--- config.mk ---
export PLATFORM = sky130hd
export DESIGN_NAME = segu_top
export DESIGN_NICKNAME = d
export VERILOG_FILES = /design/src/rtl/segu_pkg.sv /design/src/rtl/segu_load_check.sv /design/src/rtl/segu_xlate.sv /design/src/rtl/segu_top.sv
export SDC_FILE = /design/constraint.sdc
export NUM_CORES = 1
export LEC_CHECK = 0
export CORE_UTILIZATION = 50
export CTS_BUF_LIST = sky130_fd_sc_hd__clkbuf_8 sky130_fd_sc_hd__clkbuf_16
export CTS_CLUSTER_DIAMETER = 30
export DETAILED_ROUTE_END_ITERATION = 8
export PLACE_DENSITY = 0.83
export SYNTH_ARGS = -nofsm -noshare
export SYNTH_HDL_FRONTEND = slang
export SYNTH_SLANG_ARGS = --single-unit
--- constraint.sdc ---
create_clock -name clk -period 7.9 [get_ports clk]
set_clock_uncertainty 0.1 [all_clocks]
set_input_delay 1.58 -clock clk [delete_from_list [all_inputs] [get_ports clk]]
set_output_delay 1.58 -clock clk [all_outputs]
set_load 0.05 [all_outputs]
--- src/rtl/segu_pkg.sv ---
// Shared widths, descriptor bit positions, fault and access codes, and the
// cached-descriptor record for the segment translation unit.
package segu_pkg;
    localparam int SEL_W  = 16;
    localparam int ADDR_W = 32;
    localparam int LIM_W  = 20;
    localparam int DESC_W = 64;
    localparam int LEG_W  = 20;

    // Descriptor field positions
    localparam int D_LIM_LO = 32;
    localparam int D_P      = 56;
    localparam int D_DPL_LO = 57;
    localparam int D_X      = 59;
    localparam int D_RW     = 60;

    typedef enum logic [2:0] {
        FLT_NONE   = 3'd0,
        FLT_LIMIT  = 3'd1,
        FLT_PRIV   = 3'd2,
        FLT_TYPE   = 3'd3,
        FLT_ABSENT = 3'd4
    } flt_e;

    typedef enum logic [1:0] {
        ACC_RD    = 2'd0,
        ACC_WR    = 2'd1,
        ACC_FETCH = 2'd2
    } acc_e;

    typedef struct packed {
        logic [ADDR_W-1:0] base;
        logic [LIM_W-1:0]  limit;
        logic              present;
        logic [1:0]        dpl;
        logic              exec;
        logic              rw;
    } seg_cache_t;

    localparam seg_cache_t RESET_CACHE = '{
        base: '0, limit: 20'h0FFFF, present: 1'b1, dpl: 2'd0, exec: 1'b1, rw: 1'b1
    };
endpackage

--- src/rtl/segu_load_check.sv ---
// Validates a selector/descriptor pair offered for a segment load and forms the
// cache entry and stored selector. Purely combinational.
// Assumes: the descriptor is already fetched; code_reg marks register 0.
module segu_load_check
    import segu_pkg::*;
(
    input  logic              prot_mode,
    input  logic              code_reg,
    input  logic [1:0]        cpl,
    input  logic [SEL_W-1:0]  sel_in,
    input  logic [DESC_W-1:0] desc,
    output flt_e              fault,
    output seg_cache_t        entry,
    output logic [SEL_W-1:0]  sel_out
);
    logic [1:0] rpl;
    logic [1:0] epl;
    logic [1:0] d_dpl;
    logic       d_p;
    logic       d_x;
    logic       d_rw;

    // Extract the descriptor fields and the effective privilege level
    always_comb begin
        rpl   = sel_in[1:0];
        epl   = (cpl > rpl) ? cpl : rpl;
        d_dpl = desc[D_DPL_LO +: 2];
        d_p   = desc[D_P];
        d_x   = desc[D_X];
        d_rw  = desc[D_RW];
    end

    // Build the entry and choose a fault: type first, then privilege, then presence
    always_comb begin
        fault   = FLT_NONE;
        sel_out = sel_in;
        if (!prot_mode) begin
            entry = '{base: {{(ADDR_W-SEL_W-4){1'b0}}, sel_in, 4'b0000},
                      limit: 20'h0FFFF, present: 1'b1, dpl: 2'd0,
                      exec: 1'b1, rw: 1'b1};
        end else begin
            entry = '{base: desc[ADDR_W-1:0], limit: desc[D_LIM_LO +: LIM_W],
                      present: d_p, dpl: d_dpl, exec: d_x, rw: d_rw};
            if (code_reg) begin
                sel_out = {sel_in[SEL_W-1:2], d_dpl};
                if (!d_x)
                    fault = FLT_TYPE;
                else if (d_dpl != cpl)
                    fault = FLT_PRIV;
            end else if (epl > d_dpl) begin
                fault = FLT_PRIV;
            end
            if (fault == FLT_NONE && !d_p)
                fault = FLT_ABSENT;
        end
    end
endmodule

--- src/rtl/segu_xlate.sv ---
// Turns one cached descriptor plus an offset and access kind into a linear
// address or a fault code. Purely combinational.
// Assumes: the entry given is the current hidden cache of the named register.
module segu_xlate
    import segu_pkg::*;
(
    input  logic              prot_mode,
    input  seg_cache_t        entry,
    input  logic [ADDR_W-1:0] ofs,
    input  logic [1:0]        kind,
    output flt_e              fault,
    output logic [ADDR_W-1:0] lin
);
    logic [LEG_W-1:0] leg_sum;
    logic             type_bad;

    // Legacy sum wraps inside the 20-bit space
    always_comb leg_sum = entry.base[LEG_W-1:0] + LEG_W'(ofs[15:0]);

    // Decide whether the access kind is allowed by the cached type flags
    always_comb begin
        case (kind)
            ACC_WR:    type_bad = entry.exec || !entry.rw;
            ACC_FETCH: type_bad = !entry.exec;
            default:   type_bad = entry.exec && !entry.rw;
        endcase
    end

    // Select the address form and apply limit-then-type checks
    always_comb begin
        fault = FLT_NONE;
        lin   = '0;
        if (!prot_mode) begin
            lin = {{(ADDR_W-LEG_W){1'b0}}, leg_sum};
        end else if (ofs > ADDR_W'(entry.limit)) begin
            fault = FLT_LIMIT;
        end else if (type_bad) begin
            fault = FLT_TYPE;
        end else begin
            lin = entry.base + ofs;
        end
    end
endmodule

--- src/rtl/segu_top.sv ---
// Segment register file with hidden descriptor caches, a load port that
// validates pre-fetched descriptors, and an access port that returns a linear
// address or fault. Responses are registered one cycle after each request.
// Assumes: register 0 is the code-segment register holding CPL.
module segu_top
    import segu_pkg::*;
#(
    parameter int NUM_SEG = 4,
    localparam int SEG_W  = $clog2(NUM_SEG)
) (
    input  logic              clk,
    input  logic              rst_n,
    input  logic              prot_mode,
    input  logic              ld_valid,
    input  logic [SEG_W-1:0]  ld_seg,
    input  logic [15:0]       ld_sel,
    input  logic [63:0]       ld_desc,
    input  logic              sw_valid,
    input  logic [SEG_W-1:0]  sw_seg,
    input  logic [15:0]       sw_sel,
    input  logic              ac_valid,
    input  logic [SEG_W-1:0]  ac_seg,
    input  logic [31:0]       ac_ofs,
    input  logic [1:0]        ac_kind,
    output logic              ld_ack,
    output logic [2:0]        ld_fault,
    output logic              ac_ack,
    output logic [2:0]        ac_fault,
    output logic [31:0]       ac_lin,
    output logic [1:0]        cur_cpl
);
    seg_cache_t         cache_q [NUM_SEG];
    logic [SEL_W-1:0]   sel_q   [NUM_SEG];
    logic [SEG_W-1:0]   ld_seg_q;

    flt_e               ld_flt_c;
    seg_cache_t         ld_entry_c;
    logic [SEL_W-1:0]   ld_sel_c;
    flt_e               ac_flt_c;
    logic [ADDR_W-1:0]  ac_lin_c;

    // CPL is the low two bits of the code-segment selector
    always_comb cur_cpl = sel_q[0][1:0];

    segu_load_check u_load (
        .prot_mode (prot_mode),
        .code_reg  (ld_seg == '0),
        .cpl       (cur_cpl),
        .sel_in    (ld_sel),
        .desc      (ld_desc),
        .fault     (ld_flt_c),
        .entry     (ld_entry_c),
        .sel_out   (ld_sel_c)
    );

    segu_xlate u_xlate (
        .prot_mode (prot_mode),
        .entry     (cache_q[ac_seg]),
        .ofs       (ac_ofs),
        .kind      (ac_kind),
        .fault     (ac_flt_c),
        .lin       (ac_lin_c)
    );

    for (genvar g = 0; g < NUM_SEG; g++) begin : g_seg
        // Update one register: a clean load fills cache and selector, a selector write only the selector
        always_ff @(posedge clk) begin
            if (!rst_n) begin
                cache_q[g] <= RESET_CACHE;
                sel_q[g]   <= '0;
            end else if (ld_valid && ld_seg == SEG_W'(g) && ld_flt_c == FLT_NONE) begin
                cache_q[g] <= ld_entry_c;
                sel_q[g]   <= ld_sel_c;
            end else if (sw_valid && sw_seg == SEG_W'(g)) begin
                sel_q[g]   <= sw_sel;
            end
        end

        a_r9_cache_only_by_load: assert property (@(posedge clk) disable iff (!rst_n)
            !(ld_valid && ld_seg == SEG_W'(g)) |=> $stable(cache_q[g]));

        a_r7_fault_keeps_cache: assert property (@(posedge clk) disable iff (!rst_n)
            (ld_ack && ld_fault != 3'd0 && ld_seg_q == SEG_W'(g))
            |-> (cache_q[g] == $past(cache_q[g]) && sel_q[g] == $past(sel_q[g])));
    end

    // Register the load response
    always_ff @(posedge clk) begin
        if (!rst_n) begin
            ld_ack   <= 1'b0;
            ld_fault <= 3'd0;
            ld_seg_q <= '0;
        end else begin
            ld_ack   <= ld_valid;
            ld_fault <= ld_valid ? ld_flt_c : 3'd0;
            ld_seg_q <= ld_seg;
        end
    end

    // Register the access response
    always_ff @(posedge clk) begin
        if (!rst_n) begin
            ac_ack   <= 1'b0;
            ac_fault <= 3'd0;
            ac_lin   <= '0;
        end else begin
            ac_ack   <= ac_valid;
            ac_fault <= ac_valid ? ac_flt_c : 3'd0;
            ac_lin   <= ac_valid ? ac_lin_c : '0;
        end
    end

    a_r3_fault_hides_address: assert property (@(posedge clk) disable iff (!rst_n)
        (ac_ack && ac_fault != 3'd0) |-> ac_lin == '0);

    a_r1_legacy_never_faults: assert property (@(posedge clk) disable iff (!rst_n)
        (ac_ack && !$past(prot_mode)) |-> (ac_fault == 3'd0 && ac_lin[31:20] == '0));

    a_r6_cpl_moves_only_via_reg0: assert property (@(posedge clk) disable iff (!rst_n)
        !((ld_valid && ld_seg == '0) || (sw_valid && sw_seg == '0)) |=> $stable(cur_cpl));

    a_r6_code_cache_executable: assert property (@(posedge clk) disable iff (!rst_n)
        (ld_ack && ld_fault == 3'd0 && ld_seg_q == '0) |-> cache_q[0].exec);
endmodule

* After elaboration in Yosys (flattened, before gate mapping)
Memory sizes are Yosys's and may differ from the RTL's.
Index checks and enable logic that the tools add are counted.
** Word-level totals
- Flip-flop bits (word level) :: 39
- Bits in writable memories :: 292
- Bits of input ports :: 142
- Output and inout bits :: 42
- Word-level logic and storage cells :: 123
- Memories :: 2
** Memory list
- cache_q :: depth 4, width 57, rd ports 1, clocked after Yosys merged registers in 0, write ports 4, RTL line segu_top.sv:32 : seg_cache_t cache_q [NUM_SEG];
- sel_q :: depth 4, width 16, rd ports 1, clocked after Yosys merged registers in 0, write ports 4, RTL line segu_top.sv:33 : logic [SEL_W-1:0] sel_q [NUM_SEG];
** Operators by class
- Add/sub/neg operators :: 2
- $lt $le $gt $ge :: 3
- Eq/ne operators :: 9
- Muxes and demuxes :: 58
- Bitwise operators :: 15
- Reduce and logical (&&, ||, !) cells :: 27
** Operators with widths (number)
- $mux 57 :: 5
- $mux 16 :: 8
- $mux 20 :: 3
- $add 32x32->32 :: 1
- $gt 32x20->1 :: 1
- $mux 1 :: 30
- $add 20x16->20 :: 1
- $mux 3 :: 5
- $logic_and 1x1->1 :: 14
- $mux 2 :: 6
- $or 1x1->1 :: 12
- $eq 2x2->1 const B :: 5
- $eq 2x1->1 const B :: 3
- $logic_not 3->1 :: 2
- $reduce_or 5->1 :: 1
- $gt 2x2->1 :: 2
- $logic_not 2->1 :: 2
- $reduce_and 2->1 :: 2
- $reduce_or 4->1 :: 1
- $logic_not 1->1 :: 3
- $not 1->1 :: 3
- $reduce_and 3->1 :: 1
- $ne 2x2->1 :: 1
- $pmux 1 s2 :: 1
- $logic_or 1x1->1 :: 1

* Longest topological paths before layout
An unclocked memory read counts as a cell.
- Depth in word-level cells :: 18
- Mapped depth :: 17
- Mapped depth without buffers :: 14

* Hierarchy
From an unflattened synthesis, not the netlist that was laid out.
** Unflattened totals
- Cells, all modules :: 1204
- Area, all modules :: 14088.5 µm²
** Modules (own cells, without submodules)
- segu_top :: instances 1, cells an instance 725, area each 10776.6 µm², seq. area each 7707.4 µm²
- segu_xlate :: instances 1, cells an instance 372, area each 2528.7 µm², seq. area each 0.0 µm²
- segu_load_check :: instances 1, cells an instance 107, area each 783.3 µm², seq. area each 0.0 µm²

* Least setup slack after synthesis
No wires, ideal clock.
- Path type :: input-to-reg
- Start :: input ld_sel[1]
- End :: memory cache_q[1][0] in the netlist's numbering, enable pin
- Setup time :: 540 ps
- Data arrival time :: 7073 ps
- Data required time :: 7260 ps
- Slack :: 187 ps
- Stages :: 13
- Buffers on the path :: 1
- Cells stage by stage :: inv_1 > ha_1 > o22ai_1 > mux2i_1 > ha_1 > nor2b_1 > a2bb2oi_1 > o32a_1 > o21ai_0 > and2_1 > buf_2 > nand2_1 > o21ai_0
** RTL lines
- from (decl) :: RTL line segu_top.sv:16 : input logic [15:0] ld_sel,
- to (decl) :: RTL line segu_top.sv:32

* Worst setup path in the final report
- Start :: input ac_seg[1]
- End :: register ac_lin[24]
** On the way
- Word-level cells in the longest chain between the ends :: 5
- Elaborated cells on any way between the ends :: 9
- Classes of those cells :: add/sub: 1; order compare: 1; mux: 1; reduce/logical: 5; memory: 1
** RTL lines
- from (decl) :: RTL line segu_top.sv:22 : input logic [SEG_W-1:0] ac_seg,
- $mem_v2 4x57 (*)
- parallel branches: the longest is 4 deep, another holds $gt 32x20->1
- to (signal assigned) :: RTL line segu_top.sv:109 : ac_lin <= ac_valid ? ac_lin_c : '0;
- to (decl) :: RTL line segu_top.sv:29 : output logic [31:0] ac_lin,
Every way passes the cells marked *.
A chain may end at the register's enable or synchronous reset.

==> flow_metrics.env <==
export IMPL_outcome="finished clean"
export IMPL_synthCells=1047
export IMPL_timing_fmax_mhz=183
export IMPL_cts_buffer_depth=3
export IMPL_synth_most_common_cell="edfxtp_1"
export IMPL_synth_edf_count=218
export IMPL_fin_cells=1575
export IMPL_routed_via_density=5.79
export IMPL_vias=9112
export IMPL_dp_slack_ns=1.97
export IMPL_setup_violations=0
export IMPL_grt_pass1_wl_um=49700
export IMPL_cp_required_ns=8.20
export IMPL_async_flop_share=0
export IMPL_multiInputGateArea_um2=5020
export IMPL_cts_repair_resized=0
export IMPL_insertion_delay_ns=0.56
export IMPL_drive_gt1_frac=0.127
export IMPL_nets=1417
export IMPL_cts_root_buf="clkbuf_16"
export IMPL_p_leak_nw=6.13
export IMPL_wl_met1_um=12000
export IMPL_core_um2=24600
export IMPL_drt_iter0_drc=820
export IMPL_layout_setup_ws_ns=2.42
export IMPL_clk_pin_slew_ns=0.05
export IMPL_overflow=0
export IMPL_hold_violations=0
export IMPL_first_global_vias=9399
export IMPL_area_delta_synth_final_pct=26.6
export IMPL_grt_total_usage=0.250
export IMPL_ant_nets=0
export IMPL_arrival_ns=5.78
export IMPL_grt_antenna_before_repair=0
export IMPL_placed_cells=1493
export IMPL_fin_crit_sh=0.693
export IMPL_synth_area_top_cells="edfxtp_1 52%, mux4_2 9.6%, dfxtp_1 6.1%, ha_1 5.7%, nor2_1 5.5%"
export IMPL_wl_per_cell_um=20.2
export IMPL_rsz0062_at_grt="false"
export IMPL_maxCapViolCount=0
export IMPL_dieArea_um2=26000
export IMPL_dr_max_layer_used="met4"
export IMPL_postCtsSetupBuffers=0
export IMPL_worstMarginPinSlew_ns=1.18
export IMPL_hold_path_class="flop to flop"
export IMPL_synth_nets=1248
export IMPL_yosys_top_cells_count="218 x edfxtp_1, 186 x nor2_1, 125 x nand2_1"
export IMPL_diodes=0
export IMPL_dpl_cell_area_um2=14600
export IMPL_dr_wl_met3_um=2980
export IMPL_start_kind="input port"
export IMPL_hold_buffers=0
export IMPL_cts_buffers=45
export IMPL_cp_end_kind="flop"
export IMPL_ys_flop_type="edfxtp_1"
export IMPL_powerDensity_nw_per_um2=239
export IMPL_io_pins=184
export IMPL_yosysTopAreaCellShare=0.516
export IMPL_yosysUniqueCellTypes=58
export IMPL_route_detailed_drc=0
export IMPL_fin_crit_ns=5.48
export IMPL_final_area_um2=16100
export IMPL_relSlewSlack=0.213
export IMPL_ff_latch_area_um2=7330
export IMPL_slowest_delay_ns=0.85
export IMPL_final_util=0.653
export IMPL_htree_num_levels=2
export IMPL_synth_seq_area_share=0.577
export IMPL_ys_seq_elements=257
export IMPL_place_hpwl_um=20600
export IMPL_crit_fanout=44
export IMPL_syn_avg_cell_area_um2=12.1
export IMPL_start_util=0.516
export IMPL_fillers=1748
export IMPL_die_w_um=161
export IMPL_fin_tns_setup_ns=0
export IMPL_dr_wl_met2_um=15700
export IMPL_ir_drop_mv=0.149
export IMPL_crit_chain="buf_2 > buf_4 > mux4_2 > ha_1 > fa_1 > a21oi_1 > o21ai_0 > a211oi_1 > o31ai_1 > a221o_1 > a21oi_1 > xor2_1 > nor2_1"
export IMPL_drv_slew=0
export IMPL_gp_congestion=0.879
export IMPL_yosys_warnings=0
export IMPL_die_y_um=161
export IMPL_rows=57
export IMPL_grt_max_degree=55
export IMPL_synth_top_cell_by_area="edfxtp_1"
export IMPL_synth_area_um2=12700
export IMPL_cts_sinks=257
export IMPL_cpMostUsedCell="a21oi_1"
export IMPL_port_buffers=161
export IMPL_crit_type="input port to flop"
export IMPL_cts_tree="done"
export IMPL_crit_slowest_cell="buf_2"
export IMPL_drt_total_wl_um=31800
export IMPL_drt_first_pass_iters=5
-- state kept, by name (all words and copies together), names as in the netlist --
register,count
ld_fault,3
ac_lin,32
sel_q,2
ld_ack,1
cache_q,216
ac_fault,2
ac_ack,1
-- metal layers --
layer / GRT usage / vias up
met2: 0.423 / 500
met4: 0.110 / 0
met1: 0.312 / 4372
li1: - / 4160
met3: 0.0480 / 80
met5: 0 / -
-- critical path, delay by kind of cell --
family | cells | cell delay, ns
XOR/XNOR | 1 | 0.18
adder cells (fa/ha/maj) | 2 | 0.66
buffers and inverters | 2 | 1.20
AO/OA/AOI/OAI | 6 | 1.76
AND/OR/NAND/NOR | 1 | 0.05
multiplexers | 1 | 0.34
-- final cells by class --
| cell class | instances | area share |
|---|---|---|
| Timing Repair Buffer | 172 | 0.105 |
| Tap cell | 324 | 0.0252 |
| Clock buffer | 45 | 0.0701 |
| Sequential cell | 257 | 0.456 |
| Multi-Input combinational cell | 693 | 0.312 |
| Inverter | 47 | 0.0110 |
| Clock inverter | 37 | 0.0210 |
-- report_power, final --
group          switching (mW)  internal [mW]  total (mW)
clock network           0.716           1.11        1.82
logic                   0.278          0.203       0.481
registers              0.0146           1.53        1.54
total                    1.01           2.84        3.84
-- final timing paths --
check	start	slack (ns)	end	cells past startpoint
setup / recovery	ac_seg[1]	2.42	ac_lin[24]	13
hold reg to reg	cache_q[2][44]	0.72	ac_lin[19]	3
hold / removal	cache_q[2][44]	0.72	ac_lin[19]	3
setup reg to reg	sel_q[0][1]	3.89	cache_q[1][56]	14
-- kinds of logic (layout without fill, tap and decap cells) --
kind of cell,Yosys count,in the layout,share of synthesized area
and+or+nand+nor,400,400,0.134
other,2,2,0.000591
AOI/OAI and AO/OA,131,131,0.0689
DFF,257,257,0.577
adders and majority gates,59,59,0.0587
buffers and inverters,97,301,0.0302
xor gates and xnor gates,28,28,0.0193
muxes,73,73,0.111
-- layout by cell type, fill, tap and decap left out, drive strengths merged, types with 4 or more instances in the layout --
cell | netlist | routed
a21o | 21 | 21
ha | 58 | 58
dfxtp | 39 | 39
edfxtp | 218 | 218
nor2 | 186 | 186
nor2b | 22 | 22
or2 | 5 | 5
o21ai | 19 | 19
and3 | 4 | 4
clkbuf | 28 | 45
nand2 | 125 | 125
o21bai | 5 | 5
mux4 | 54 | 54
xnor2 | 16 | 16
inv | 47 | 64
or3 | 4 | 4
a211o | 4 | 4
buf | 22 | 14
nor3b | 4 | 4
clkinv | 0 | 15
a211oi | 5 | 5
nor4 | 4 | 4
xor2 | 12 | 12
o22ai | 5 | 5
mux2i | 19 | 19
nand4 | 10 | 10
nor3 | 11 | 11
clkinvlp | 0 | 4
clkdlybuf4s50 | 0 | 158
nand3 | 16 | 16
a21oi | 42 | 42
-- metrics by stage --
stage          power, mW  hold WS [ns]
5_1_grt             3.96         0.780
3_3_place_gp        2.03         0.695
6_report            3.84         0.724
4_1_cts             3.85         0.721
3_5_place_dp        2.04         0.711
2_1_floorplan       1.86         0.638
Power figures use the tool's default switching activity.
